$ cat config.mk
export PLATFORM = sky130hd
export DESIGN_NAME = gpio_irq_port
export DESIGN_NICKNAME = d
export VERILOG_FILES = /design/src/rtl/gpio_irq_pkg.sv /design/src/rtl/gpio_irq_sync.sv /design/src/rtl/gpio_irq_detect.sv /design/src/rtl/gpio_irq_regs.sv /design/src/rtl/gpio_irq_port.sv
export SDC_FILE = /design/constraint.sdc
export NUM_CORES = 1
export LEC_CHECK = 0
export BUFFER_PORTS_ARGS = -buffer_cell sky130_fd_sc_hd__buf_2
export CORE_MARGIN = 4
export CORE_UTILIZATION = 35
export DETAILED_ROUTE_END_ITERATION = 10
export GPL_ROUTABILITY_DRIVEN = 0
export PLACE_DENSITY = 0.56
export SYNTH_ARGS = -nofsm -noshare
export SYNTH_HDL_FRONTEND = slang
export SYNTH_SLANG_ARGS = --single-unit
$ cat constraint.sdc
create_clock -name clk -period 2.7 [get_ports clk]
set_clock_uncertainty 0.2 [all_clocks]
set_input_delay 0.405 -clock clk [delete_from_list [all_inputs] [get_ports clk]]
set_output_delay 0.405 -clock clk [all_outputs]
set_load 0.005 [all_outputs]
$ cat src/rtl/gpio_irq_pkg.sv
// Package: register offsets and address decode shared by the I/O port.
// Assumes the bus offsets fit in 8 bits; upper address bits are not decoded.
package gpio_irq_pkg;

    localparam logic [7:0] OFF_DOUT   = 8'h00;
    localparam logic [7:0] OFF_DIR    = 8'h04;
    localparam logic [7:0] OFF_INTEN  = 8'h30;
    localparam logic [7:0] OFF_MASK   = 8'h34;
    localparam logic [7:0] OFF_TYPE   = 8'h38;
    localparam logic [7:0] OFF_POL    = 8'h3C;
    localparam logic [7:0] OFF_STAT   = 8'h40;
    localparam logic [7:0] OFF_RAW    = 8'h44;
    localparam logic [7:0] OFF_DEBNC  = 8'h48;
    localparam logic [7:0] OFF_EOI    = 8'h4C;
    localparam logic [7:0] OFF_EXT    = 8'h50;
    localparam logic [7:0] OFF_LSYNC  = 8'h60;

    typedef enum logic [3:0] {
        SEL_DOUT, SEL_DIR, SEL_INTEN, SEL_MASK, SEL_TYPE, SEL_POL,
        SEL_STAT, SEL_RAW, SEL_DEBNC, SEL_EOI, SEL_EXT, SEL_LSYNC, SEL_NONE
    } reg_sel_e;

    // Map a byte offset to a register selector.
    function automatic reg_sel_e decode_off(input logic [7:0] off);
        case (off)
            OFF_DOUT:  return SEL_DOUT;
            OFF_DIR:   return SEL_DIR;
            OFF_INTEN: return SEL_INTEN;
            OFF_MASK:  return SEL_MASK;
            OFF_TYPE:  return SEL_TYPE;
            OFF_POL:   return SEL_POL;
            OFF_STAT:  return SEL_STAT;
            OFF_RAW:   return SEL_RAW;
            OFF_DEBNC: return SEL_DEBNC;
            OFF_EOI:   return SEL_EOI;
            OFF_EXT:   return SEL_EXT;
            OFF_LSYNC: return SEL_LSYNC;
            default:   return SEL_NONE;
        endcase
    endfunction

endpackage

$ cat src/rtl/gpio_irq_sync.sv
// Two-flop synchronizer, one chain per pin.
// Assumes pin inputs are asynchronous to clk; output lags input by two edges.
module gpio_irq_sync #(
    parameter int NPINS = 32
) (
    input  logic             clk,
    input  logic             rst_n,
    input  logic [NPINS-1:0] pin_in,
    output logic [NPINS-1:0] pin_lvl
);

    for (genvar i = 0; i < NPINS; i++) begin : g_chain
        logic stage1, stage2;

        // Two-stage capture of one pin into the clock domain.
        always_ff @(posedge clk) begin
            if (!rst_n) begin
                stage1 <= 1'b0;
                stage2 <= 1'b0;
            end else begin
                stage1 <= pin_in[i];
                stage2 <= stage1;
            end
        end

        assign pin_lvl[i] = stage2;
    end

endmodule

$ cat src/rtl/gpio_irq_detect.sv
// Interrupt detection: level/edge with polarity, sticky edge latch, masking.
// Assumes pin_lvl is already synchronized; eoi_clr is a one-cycle pulse.
module gpio_irq_detect #(
    parameter int NPINS = 32
) (
    input  logic             clk,
    input  logic             rst_n,
    input  logic [NPINS-1:0] pin_lvl,
    input  logic [NPINS-1:0] dir,
    input  logic [NPINS-1:0] inten,
    input  logic [NPINS-1:0] imask,
    input  logic [NPINS-1:0] itype,
    input  logic [NPINS-1:0] ipol,
    input  logic [NPINS-1:0] eoi_clr,
    output logic [NPINS-1:0] raw_stat,
    output logic [NPINS-1:0] mask_stat
);

    logic [NPINS-1:0] prev;
    logic [NPINS-1:0] sticky;
    logic [NPINS-1:0] armed;
    logic [NPINS-1:0] rise, fall, hit_edge, set_ev, lvl_act;

    always_comb begin
        armed    = inten & ~dir;
        rise     = pin_lvl & ~prev;
        fall     = ~pin_lvl & prev;
        hit_edge = (ipol & rise) | (~ipol & fall);
        set_ev   = armed & itype & hit_edge;
        lvl_act  = ~(pin_lvl ^ ipol);
    end

    // Hold the previous synchronized level for edge comparison.
    always_ff @(posedge clk) begin
        if (!rst_n) prev <= '0;
        else        prev <= pin_lvl;
    end

    // Sticky edge latch: cleared by end-of-interrupt, a new edge wins.
    always_ff @(posedge clk) begin
        if (!rst_n) sticky <= '0;
        else        sticky <= (sticky & ~eoi_clr) | set_ev;
    end

    assign raw_stat  = armed & ((~itype & lvl_act) | (itype & sticky));
    assign mask_stat = raw_stat & ~imask;

    p_sticky_holds_r5: assert property (@(posedge clk) disable iff (!rst_n)
        1'b1 |=> (($past(sticky) & ~$past(eoi_clr) & ~sticky) == '0));

    p_eoi_clears_r6: assert property (@(posedge clk) disable iff (!rst_n)
        ((eoi_clr & ~set_ev) != '0) |=> ((sticky & $past(eoi_clr & ~set_ev)) == '0));

    p_edge_needs_change_r5: assert property (@(posedge clk) disable iff (!rst_n)
        1'b1 |=> ((sticky & ~$past(sticky) & ~($past(pin_lvl) ^ $past(prev))) == '0));

    p_enable_gate_r7: assert property (@(posedge clk) disable iff (!rst_n)
        1'b1 |=> ((sticky & ~$past(sticky) & ~$past(inten)) == '0));

endmodule

$ cat src/rtl/gpio_irq_regs.sv
// Register file and bus decode for the I/O port.
// Assumes ADDR_W >= 8, NPINS <= 32; writes commit in the access phase.
module gpio_irq_regs
    import gpio_irq_pkg::*;
#(
    parameter int NPINS  = 32,
    parameter int ADDR_W = 8
) (
    input  logic              clk,
    input  logic              rst_n,
    input  logic              psel,
    input  logic              penable,
    input  logic              pwrite,
    input  logic [ADDR_W-1:0] paddr,
    input  logic [31:0]       pwdata,
    output logic [31:0]       prdata,
    input  logic [NPINS-1:0]  raw_stat,
    input  logic [NPINS-1:0]  mask_stat,
    input  logic [NPINS-1:0]  pin_lvl,
    output logic [NPINS-1:0]  dout,
    output logic [NPINS-1:0]  dir,
    output logic [NPINS-1:0]  inten,
    output logic [NPINS-1:0]  imask,
    output logic [NPINS-1:0]  itype,
    output logic [NPINS-1:0]  ipol,
    output logic [NPINS-1:0]  eoi_clr
);

    logic [NPINS-1:0] debnc;
    logic             lsync;
    logic             wr_en;
    logic [NPINS-1:0] wdat;
    reg_sel_e         sel;

    assign sel   = decode_off(paddr[7:0]);
    assign wr_en = psel & penable & pwrite;
    assign wdat  = pwdata[NPINS-1:0];

    // Configuration registers updated by bus writes.
    always_ff @(posedge clk) begin
        if (!rst_n) begin
            dout  <= '0;
            dir   <= '0;
            inten <= '0;
            imask <= '0;
            itype <= '0;
            ipol  <= '0;
            debnc <= '0;
            lsync <= 1'b0;
        end else if (wr_en) begin
            case (sel)
                SEL_DOUT:  dout  <= wdat;
                SEL_DIR:   dir   <= wdat;
                SEL_INTEN: inten <= wdat;
                SEL_MASK:  imask <= wdat;
                SEL_TYPE:  itype <= wdat;
                SEL_POL:   ipol  <= wdat;
                SEL_DEBNC: debnc <= wdat;
                SEL_LSYNC: lsync <= pwdata[0];
                default:   ;
            endcase
        end
    end

    // One-cycle clear pulse for latched edges.
    assign eoi_clr = (wr_en && sel == SEL_EOI) ? wdat : '0;

    // Read multiplexer, valid while the bus selects the block.
    always_comb begin
        prdata = '0;
        if (psel && !pwrite) begin
            case (sel)
                SEL_DOUT:  prdata = 32'(dout);
                SEL_DIR:   prdata = 32'(dir);
                SEL_INTEN: prdata = 32'(inten);
                SEL_MASK:  prdata = 32'(imask);
                SEL_TYPE:  prdata = 32'(itype);
                SEL_POL:   prdata = 32'(ipol);
                SEL_STAT:  prdata = 32'(mask_stat);
                SEL_RAW:   prdata = 32'(raw_stat);
                SEL_DEBNC: prdata = 32'(debnc);
                SEL_EXT:   prdata = 32'(pin_lvl);
                SEL_LSYNC: prdata = {31'd0, lsync};
                default:   prdata = '0;
            endcase
        end
    end

    p_cfg_stable_r2: assert property (@(posedge clk) disable iff (!rst_n)
        !wr_en |=> ($stable(dout) && $stable(dir) && $stable(inten)));

    p_eoi_read_zero_r6: assert property (@(posedge clk) disable iff (!rst_n)
        (psel && !pwrite && paddr[7:0] == OFF_EOI) |-> (prdata == '0));

endmodule

$ cat src/rtl/gpio_irq_port.sv
// Top: I/O port with per-pin interrupt detection and one combined request.
// Assumes a single clock domain for the bus; pins are asynchronous.
module gpio_irq_port #(
    parameter int NPINS  = 32,
    parameter int ADDR_W = 8
) (
    input  logic              clk,
    input  logic              rst_n,
    input  logic              psel,
    input  logic              penable,
    input  logic              pwrite,
    input  logic [ADDR_W-1:0] paddr,
    input  logic [31:0]       pwdata,
    output logic [31:0]       prdata,
    input  logic [NPINS-1:0]  pin_in,
    output logic [NPINS-1:0]  pin_out,
    output logic [NPINS-1:0]  pin_oe,
    output logic              irq
);

    logic [NPINS-1:0] pin_lvl, raw_stat, mask_stat;
    logic [NPINS-1:0] dout, dir, inten, imask, itype, ipol, eoi_clr;

    gpio_irq_sync #(.NPINS(NPINS)) u_sync (
        .clk(clk), .rst_n(rst_n), .pin_in(pin_in), .pin_lvl(pin_lvl)
    );

    gpio_irq_regs #(.NPINS(NPINS), .ADDR_W(ADDR_W)) u_regs (
        .clk(clk), .rst_n(rst_n), .psel(psel), .penable(penable),
        .pwrite(pwrite), .paddr(paddr), .pwdata(pwdata), .prdata(prdata),
        .raw_stat(raw_stat), .mask_stat(mask_stat), .pin_lvl(pin_lvl),
        .dout(dout), .dir(dir), .inten(inten), .imask(imask),
        .itype(itype), .ipol(ipol), .eoi_clr(eoi_clr)
    );

    gpio_irq_detect #(.NPINS(NPINS)) u_detect (
        .clk(clk), .rst_n(rst_n), .pin_lvl(pin_lvl), .dir(dir),
        .inten(inten), .imask(imask), .itype(itype), .ipol(ipol),
        .eoi_clr(eoi_clr), .raw_stat(raw_stat), .mask_stat(mask_stat)
    );

    assign pin_out = dout;
    assign pin_oe  = dir;
    assign irq     = |mask_stat;

    p_mask_blocks_r8: assert property (@(posedge clk) disable iff (!rst_n)
        ((raw_stat & ~imask) == '0) |-> !irq);

    p_out_pin_quiet_r9: assert property (@(posedge clk) disable iff (!rst_n)
        $rose(irq) |-> ((mask_stat & ~pin_oe) != '0));

endmodule

==> results of run 1 <==
-- logic make-up after synthesis --
kind of cell,count (synthesis)
compound gates,574
xor+xnor,32
flops,353
simple gates,997
mux,12
buf+inv,188
-- flip-flops by register name, summed over array words and instances, names as in the netlist --
signal	count
u_detect.prev	32
u_detect.sticky	32
u_regs.debnc	32
u_regs.dir	32
u_regs.dout	32
u_regs.imask	32
u_regs.inten	32
u_regs.ipol	32
u_regs.itype	32
u_sync.g_chain.stage1	32
u_sync.g_chain.stage2	32
u_regs.lsync	1
-- layer usage --
| metal | GRT usage [%] | vias to the layer above | part of all wire [%] | wire (um) |
|---|---|---|---|---|
| li1 | - | 8252 | - | - |
| met1 | 33.9 | 8627 | 40 | 29300 |
| met2 | 41.3 | 968 | 44 | 32300 |
| met3 | 5.77 | 257 | 9.5 | 6930 |
| met4 | 13.4 | 0 | 5.8 | 4250 |
| met5 | 0 | - | 0 | 0 |
-- worst reg2reg max path: stages, from the launching register on --
cell and delay (ps):
dfxtp_1 370, buf_4 150, nand2_1 50, nor2_1 90, a21oi_1 50, or3b_2 460
a21boi_0 140
-- per-stage QoR --
stage	hold WS, ps	instance area [um2]
after floorplan	212	17200
after global placement	214	20300
after detailed placement	218	20300
after CTS	232	23900
after global routing	242	24600
final	229	24600
-- cells in the final DEF, fill, tap and decap left out, drive strengths merged, types with 6 or more instances in the layout --
cell and n:
dlygate4sd3 64, inv 13, nand4b 8, nor3 33, mux2i 6, buf 474, nor4b 8, or3b 7
a21boi 233, nand3b 11, and3 34, o22ai 17, nand2 609, nand3 15, a31oi 36, nor2b 47
nor4 17, a21o 7, and2 101, clkinv 14, a32oi 22, a221oi 15, a21oi 50, nand2b 15
mux2 6, a22o 10, nor3b 14, o21ai 86, a22oi 55, nor2 62, xor2 29, dfxtp 353
clkbuf 63
-- repair_timing --
item	4_1_cts	5_1_grt
endpoints found under the hold margin	246	0
cloned	3	1
pin swaps	96	72
hold buffers	64	0
setup buffers	35	22
setup endpoints to repair	33	33
resized for setup	285	104
-- power groups by stage --
stage	combinational [W]	clock, W	sequential (W)
floorplan	0.000355	0	0.00541
global placement	0.000637	0	0.00542
detailed placement	0.000643	0	0.00542
CTS	0.000802	0.00576	0.00531
global route	0.000889	0.00595	0.00531
finish	0.000847	0.00568	0.00531
-- final cells by class --
type                            instances  area, um2  share of cell area [%]
Multi-Input combinational cell       1615      10600                    43.1
Tap cell                              656        821                    3.34
Clock buffer                           61       1230                    5.02
Sequential cell                       353       7120                    29.0
Inverter                               13       50.0                   0.204
Clock inverter                         16        134                   0.545
Timing Repair Buffer                  540       4620                    18.8
-- final timing paths --
check | from | to | slack [ps] | cells past startpoint
min reg2reg | u_sync.g_chain[13].stage1$_SDFF_PN0_ | u_sync.g_chain[13].stage2$_SDFF_PN0_ | 230 | 1
min | u_sync.g_chain[13].stage1$_SDFF_PN0_ | u_sync.g_chain[13].stage2$_SDFF_PN0_ | 230 | 1
max | u_regs.imask[27]$_SDFFE_PN0P_ | irq | -320 | 7
max reg2reg | u_sync.g_chain[14].stage2$_SDFF_PN0_ | u_detect.sticky[14]$_SDFF_PN0_ | 1120 | 6
==> qor.txt, run 1 <==
status = finished, violations left
failing checks = negative setup slack
first-pass GRT wire length = 107000 um
Synth Warn # = 0
Pins Over Slew Limit = 0
initial antenna violation count = 0
Crit-path slowest cell = dfxtp_1
Die Y-Extent = 230 um
clock tree from TritonCTS = built
Non-Filler Instances = 3254
Synth area leader = dfxtp_1
clock network power share = 48.0%
DRC = 0
Syn Std Cell Area = 17200 um2
Synth Instances = 2156
post-synthesis share of cell area spent on and, or, nand and nor gates = 27.5%
H-tree depth = 2
root buffer cell = clkbuf_16
Most Frequent Cell on Critical Path = nand4_1
total track usage = 26.2%
Yosys reg bits = 353
P&R area growth vs syn = 42.7%
Top delay family on crit path = simple AND/OR/NAND/NOR gates
Starting Density = 35.7%
critical path capture point type = output pin
Worst Path Buf+Inv = 2
clock slew at reported path FFs = 60 ps
CP Cell Sequence = nor3_1 -> nor4_4 -> buf_4 -> nand4_1 -> nor3_2 -> nand4_1 -> buf_2
Synth async-reset ratio = 0%
Overall Power = 0.0118 W
worst slack, placed = -307 ps
worst min-delay path class = flop to flop
Detail Route Antenna Nets = 0
Num CTS Buffers = 42
top-count cell post-synth = nand2_1
final net count = 2642
largest family of logic cells by synthesized area = simple AND/OR/NAND/NOR gates
sequential power share = 44.9%
pin count of the biggest net entering global routing = 84
Net Switching = 0.00280 W
row cnt = 80
Max Clk Rate = 331 MHz
Unique masters post-synth = 76
layout cells sized above 1 = 31.0%
Slew @ Worst Pin = 780 ps
Power Density = 482 nW/um2
drt via density = 5.56
worst setup margin = -320 ps
fin util = 51.0%
core region area = 48100 um2
Tmin final = 3020 ps
WP data arrival = 2420 ps
number of I/O pins = 174
critical path type = flop to output pin
vias in the first global route = 17488
diode count = 0
Synth top cells by count = 609 x nand2_1, 353 x dfxtp_1, 134 x a21boi_1
mux contribution to synthesized area = 0.742%
Adder-Cell Fraction of Synth Area = 0%
Clk Latency, worst-skew pair = 570 ps
vias = 18104
switching portion of total power = 23.7%
XOR/XNOR Fraction of Synth Area = 1.63%
Fin Setup TNS = -3610 ps
Post-synth EDFFs = 0
Gate power share = 7.2%
number of max-cap violations = 0
CP Launch Type = flop
Internal = 0.00903 W
final WL = 72800 um
Starting DRT DRC Count = 1796
Worst Path Max Fanout = 5
WL per Instance = 22.4 um
Max transition margin = 47.5%
CP max stage delay = 450 ps
highest ir drop seen on vdd = 0.379 mV
WP data required = 2100 ps
Longest Clk Path Bufs = 3
Avg Cell Area, Syn = 7.98 um2
total die area = 52800 um2
Post-synth top flop = dfxtp_1
RSZ-0062 raised after global routing = yes
# port buffers = 173
Filler cells = 4480
final setup vio count = 32
fin crit share = 112%
Synth area leaders = dfxtp_1 41%, nand2_1 13%, a21boi_1 5.8%
Placed Instances = 3063
Leak Pwr = 9.00 nW
Clock Sink Count = 353
chip width = 230 um
share of the synthesized area in the top cell type = 41.1%
grt total ovfl = 0
DPL Wire Length = 49700 um
post-synth net total = 2233
Seq/Total Area, Yosys = 41.1%
Final Hold Viols = 0
compound-gate portion of the synthesized area = 23.5%
first drt pass iteration count = 6
(Power assumes the default switching activity.)
==> run 2, diff against run 1 <==
--- a/config.mk
+++ b/config.mk
@@ -6,11 +6,12 @@
 export NUM_CORES = 1
 export LEC_CHECK = 0
 export BUFFER_PORTS_ARGS = -buffer_cell sky130_fd_sc_hd__buf_2
+export CAP_MARGIN = 5
 export CORE_MARGIN = 4
 export CORE_UTILIZATION = 35
 export DETAILED_ROUTE_END_ITERATION = 10
 export GPL_ROUTABILITY_DRIVEN = 0
-export PLACE_DENSITY = 0.56
+export PLACE_DENSITY = 0.58
 export SYNTH_ARGS = -nofsm -noshare
 export SYNTH_HDL_FRONTEND = slang
 export SYNTH_SLANG_ARGS = --single-unit
==> constraint.sdc (replaced) <==
create_clock -name clk -period 2.45 [get_ports clk]
set_clock_uncertainty 0.2 [all_clocks]
set_input_delay 0.3675 -clock clk [delete_from_list [all_inputs] [get_ports clk]]
set_output_delay 0.3675 -clock clk [all_outputs]
set_load 0.005 [all_outputs]
==> run 2 against run 1 <==
The run still ends with negative setup slack left; register-to-register slack got worse by 200 ps; combinational power rose by 31%; final area grew 7.1%; setup slack worse by 590 ps; sequential cell count unchanged; sequential power rose by 10%; critical path depth did not move; largest cell class unchanged.
==> qor.txt, run 2 (same netlist as run 1, synthesis figures left out) <==
fin util = 54.6%
clock tree from TritonCTS = built
final setup vio count = 85
# port buffers = 173
root buffer cell = clkbuf_16
total track usage = 28.1%
DPL Wire Length = 49200 um
Worst Path Max Fanout = 4
highest ir drop seen on vdd = 0.465 mV
Slew @ Worst Pin = 1110 ps
commonest non-fill, non-tap cell in the layout = nand2_1
most frequent cells in the layout = 597 x nand2_1, 318 x dfxtp_1, 254 x buf_4, 162 x buf_2, 133 x a21boi_1
drt via density = 5.69
Pins Over Slew Limit = 0
fin crit share = 137%
pin count of the biggest net entering global routing = 89
critical path type = flop to output pin
Detail Route Antenna Nets = 0
Leak Pwr = 9.76 nW
Die Y-Extent = 230 um
chip width = 230 um
Max Clk Rate = 297 MHz
vias in the first global route = 18507
DRC = 0
worst slack, placed = -627 ps
Clk Latency, worst-skew pair = 570 ps
layout cells sized above 1 = 34.9%
Tmin final = 3360 ps
grt total ovfl = 0
core region area = 48100 um2
RSZ-0062 raised after global routing = yes
final net count = 2749
Longest Clk Path Bufs = 3
Final Hold Viols = 0
Max transition margin = 25.2%
first-pass GRT wire length = 114000 um
number of max-cap violations = 0
WL per Instance = 23.7 um
Clock Sink Count = 353
worst setup margin = -913 ps
critical path capture point type = output pin
vias = 19117
final WL = 79600 um
status = finished, violations left
CP Launch Type = flop
Power Density = 506 nW/um2
Starting DRT DRC Count = 2396
worst min-delay path class = primary input to flop
total die area = 52800 um2
failing checks = negative setup slack
Num CTS Buffers = 41
Starting Density = 35.7%
first drt pass iteration count = 7
clock slew at reported path FFs = 60 ps
row cnt = 80
P&R area growth vs syn = 52.8%
WP data required = 1880 ps
WP data arrival = 2800 ps
initial antenna violation count = 3
H-tree depth = 2
worst hold margin = 215 ps
number of I/O pins = 174
[run 2: cell count changes in the layout (fill, tap and decap cells not counted), sizes merged]
cell,before,now
buf,474,581
bufinv,2,5
clkbuf,63,64
clkinv,14,8
diode,0,1
inv,13,14
[run 2: report_power, final]
part	leakage, nW	switching, W	internal (W)
Combinational	6.20	0.000559	0.000555
Sequential	2.88	0.0000447	0.00580
Clock	0.684	0.00249	0.00386
[run 2: worst paths after layout]
check | startpoint | endpoint | slack (ps) | cells past startpoint
max reg2reg | u_sync.g_chain[14].stage2$_SDFF_PN0_ | u_detect.sticky[14]$_SDFF_PN0_ | 920 | 6
min | rst_n | u_regs.ipol[6]$_SDFFE_PN0P_ | 220 | 2
max | u_regs.dir[15]$_SDFFE_PN0P_ | irq | -910 | 7
min reg2reg | u_sync.g_chain[3].stage1$_SDFF_PN0_ | u_sync.g_chain[3].stage2$_SDFF_PN0_ | 230 | 1
[run 2: metrics by stage]
step / std cells / TNS [ps] / cell area (um2) / power (W)
detailed placement: 3104 / -41510 / 20700 / 0.00668
CTS: 3330 / -5720 / 25400 / 0.0133
finish: 3361 / -17730 / 26300 / 0.0133
global placement: 3104 / -29120 / 20700 / 0.00668
floorplan: 2156 / 0 / 17200 / 0.00635
global route: 3360 / -15960 / 26300 / 0.0137
[run 2: per-layer routing]
| layer | track usage [%] | vias to the layer above | wire length (um) |
|---|---|---|---|
| met1 | 35.4 | 9023 | 30000 |
| met2 | 44.3 | 1250 | 34700 |
| met3 | 6.09 | 379 | 9060 |
| li1 | - | 8463 | - |
| met5 | 0 | - | 20 |
| met4 | 16.3 | 2 | 5790 |
[run 2: timing repair]
action / in CTS / in global routing
hold endpoints to repair: 262 / 0
cloned: 10 / 2
setup buffers: 87 / 37
hold buffers: 64 / 0
pin swaps: 121 / 94
gates resized for setup: 409 / 141
endpoints found under the setup margin: 33 / 33
[run 2: layout make-up]
class / count / area, um2
sequential: 353 / 7140
clock inverter: 14 / 203
clock buffer: 61 / 1180
multi-input combinational: 1615 / 10900
tap: 656 / 821
timing repair buffer: 648 / 6030
antenna: 1 / 2.50
inverter: 13 / 48.8
fill: 4193 / 21800
[run 2: worst max-delay path: stages, from the launching register on]
cell	delay (ps)
dfxtp_1	320
nand2b_1	210
nor3_1	910
nor4_4	90
nand4_1	310
nor3_2	70
nand4_1	180
buf_2	150
==> run 3, diff against run 2 <==
--- a/config.mk
+++ b/config.mk
@@ -8,10 +8,10 @@
 export BUFFER_PORTS_ARGS = -buffer_cell sky130_fd_sc_hd__buf_2
 export CAP_MARGIN = 5
 export CORE_MARGIN = 4
-export CORE_UTILIZATION = 35
+export CORE_UTILIZATION = 30
 export DETAILED_ROUTE_END_ITERATION = 10
 export GPL_ROUTABILITY_DRIVEN = 0
-export PLACE_DENSITY = 0.58
+export PLACE_DENSITY = 0.52
 export SYNTH_ARGS = -nofsm -noshare
 export SYNTH_HDL_FRONTEND = slang
 export SYNTH_SLANG_ARGS = --single-unit
==> run 3 against run 2 <==
Clock power rose by 3.6%; critical path type unchanged; combinational power fell by 5%; critical endpoint unchanged; sequential cell count did not move; via count fell by 3.0%; critical path depth did not move; maximum frequency rose by 11%; largest cell class unchanged; the flow still finishes with violations (negative setup slack); count of clock-buffer cells in the layout did not move; non-clock buffer count fell by 26; register-to-register slack got worse by 20 ps.
==> qor.txt, run 3 (same netlist as run 1, synthesis figures left out) <==
status = finished, violations left
failing checks = negative setup slack
Die Y-Extent = 248 um
Worst Hold Path EP = u_sync.g_chain[24].stage2$_SDFF_PN0_
chip width = 248 um
Placed Instances = 3212
initial antenna violation count = 1
fin crit share = 124%
drt via density = 5.39
highest ir drop seen on vdd = 0.417 mV
Power Density = 524 nW/um2
first-pass GRT wire length = 115000 um
Hold Path Stages = 1
grt total ovfl = 0
Worst R2R Path Depth = 6
worst min-delay path class = flop to flop
# port buffers = 173
P&R area growth vs syn = 49.5%
R2R Path End = u_detect.sticky[14]$_SDFF_PN0_
DRC = 0
H-tree depth = 2
worst setup margin = -581 ps
worst slack, placed = -630 ps
Pins Over Slew Limit = 0
commonest non-fill, non-tap cell in the layout = nand2_1
Leak Pwr = 9.61 nW
WP data required = 1880 ps
core region area = 56600 um2
Worst Path Buf+Inv = 1
final WL = 78800 um
fin util = 45.4%
Post-DP Area = 20900 um2
vias = 18549
Max Clk Rate = 330 MHz
Slew @ Worst Pin = 769 ps
Max transition margin = 48.3%
critical path capture point type = output pin
RSZ-0062 raised after global routing = yes
Starting DRT DRC Count = 1844
Non-Filler Instances = 3439
root buffer cell = clkbuf_16
number of I/O pins = 174
clock tree from TritonCTS = built
final setup vio count = 33
CP max stage delay = 400 ps
Crit-path slowest cell = nor4_4
pin count of the biggest net entering global routing = 98
Final Cell Area = 25700 um2
CP Cell Sequence = xor2_4 -> nor4b_4 -> nor4_4 -> o2111ai_4 -> nor3_2 -> nand4_1 -> buf_2
Worst Path Max Fanout = 2
final net count = 2724
Tmin final = 3030 ps
Starting Density = 30.4%
register-to-register path setup slack = 900 ps
Clk Latency, worst-skew pair = 580 ps
row cnt = 87
worst hold start = u_sync.g_chain[24].stage1$_SDFF_PN0_
WP data arrival = 2460 ps
Detail Route Antenna Nets = 0
Final Hold Viols = 0
DPL Wire Length = 51100 um
clock slew at reported path FFs = 60 ps
vias in the first global route = 18069
first drt pass iteration count = 8
layout cells sized above 1 = 32.1%
total track usage = 24.7%
Clock Sink Count = 353
Longest Clk Path Bufs = 3
Top delay family on crit path = simple AND/OR/NAND/NOR gates
CP Launch Type = flop
number of max-cap violations = 0
most frequent cells in the layout = 598 x nand2_1, 339 x dfxtp_1, 270 x buf_4, 163 x buf_2, 133 x a21boi_1
Num CTS Buffers = 42
critical path type = flop to output pin
WL per Instance = 22.9 um
Critical R2R Launch = u_sync.g_chain[14].stage2$_SDFF_PN0_
total die area = 61300 um2
==> run 3: cell types whose count changed in the layout (fill, tap and decap cells not counted), sizes merged <==
cell      change
buf          -27
bufinv        -1
clkinvlp      +2
bufbuf        +1
clkinv        +1
diode         +2
==> run 3: report_power, final <==
| part | switching, W | internal [W] |
|---|---|---|
| Sequential | 0.0000392 | 0.00580 |
| Clock | 0.00260 | 0.00398 |
| Combinational | 0.000544 | 0.000509 |
==> run 3: layer usage <==
metal	wire length, um	share of wire [%]	vias up	track usage, %
li1	-	-	8430	-
met1	31900	40	8889	31.9
met2	35300	45	961	39.4
met3	7180	9.1	269	5.06
met4	4390	5.6	0	12.1
met5	0	0	-	0
==> run 3: final cells by class <==
cell class | count | area (um2)
Fill cell | 5427 | 30900
Antenna cell | 3 | 7.51
Inverter | 13 | 48.8
Sequential cell | 353 | 7090
Multi-Input combinational cell | 1615 | 10600
Clock buffer | 61 | 1250
Tap cell | 756 | 946
Timing Repair Buffer | 622 | 5520
Clock inverter | 16 | 208
==> run 3: repair_timing <==
| item | 4_1_cts | 5_1_grt |
|---|---|---|
| gates cloned | 10 | 0 |
| endpoints found under the setup margin | 33 | 33 |
| hold endpoints to repair | 273 | 0 |
| gates resized for setup | 249 | 148 |
| pin swaps | 73 | 75 |
| hold buffers | 64 | 0 |
| buffers inserted | 64 | 25 |
==> run 3: through the flow <==
step           total power [W]  TNS [ps]  hold WS [ps]
5_1_grt                 0.0139    -13600           237
6_report                0.0135    -12330           222
4_1_cts                 0.0135    -10810           223
3_3_place_gp           0.00670    -49930           218
3_5_place_dp           0.00671    -56410           217
2_1_floorplan          0.00635         0           212
==> run 3: worst max-delay path by stage <==
stage,start,endpoint,cells after the start
floorplan,paddr[4],prdata[24],6
global placement,paddr[0],prdata[26],11
detailed placement,paddr[0],prdata[26],11
CTS,u_sync.g_chain[2].stage2$_SDFF_PN0_,irq,8
global route,u_sync.g_chain[8].stage2$_SDFF_PN0_,irq,7
finish,u_sync.g_chain[8].stage2$_SDFF_PN0_,irq,7
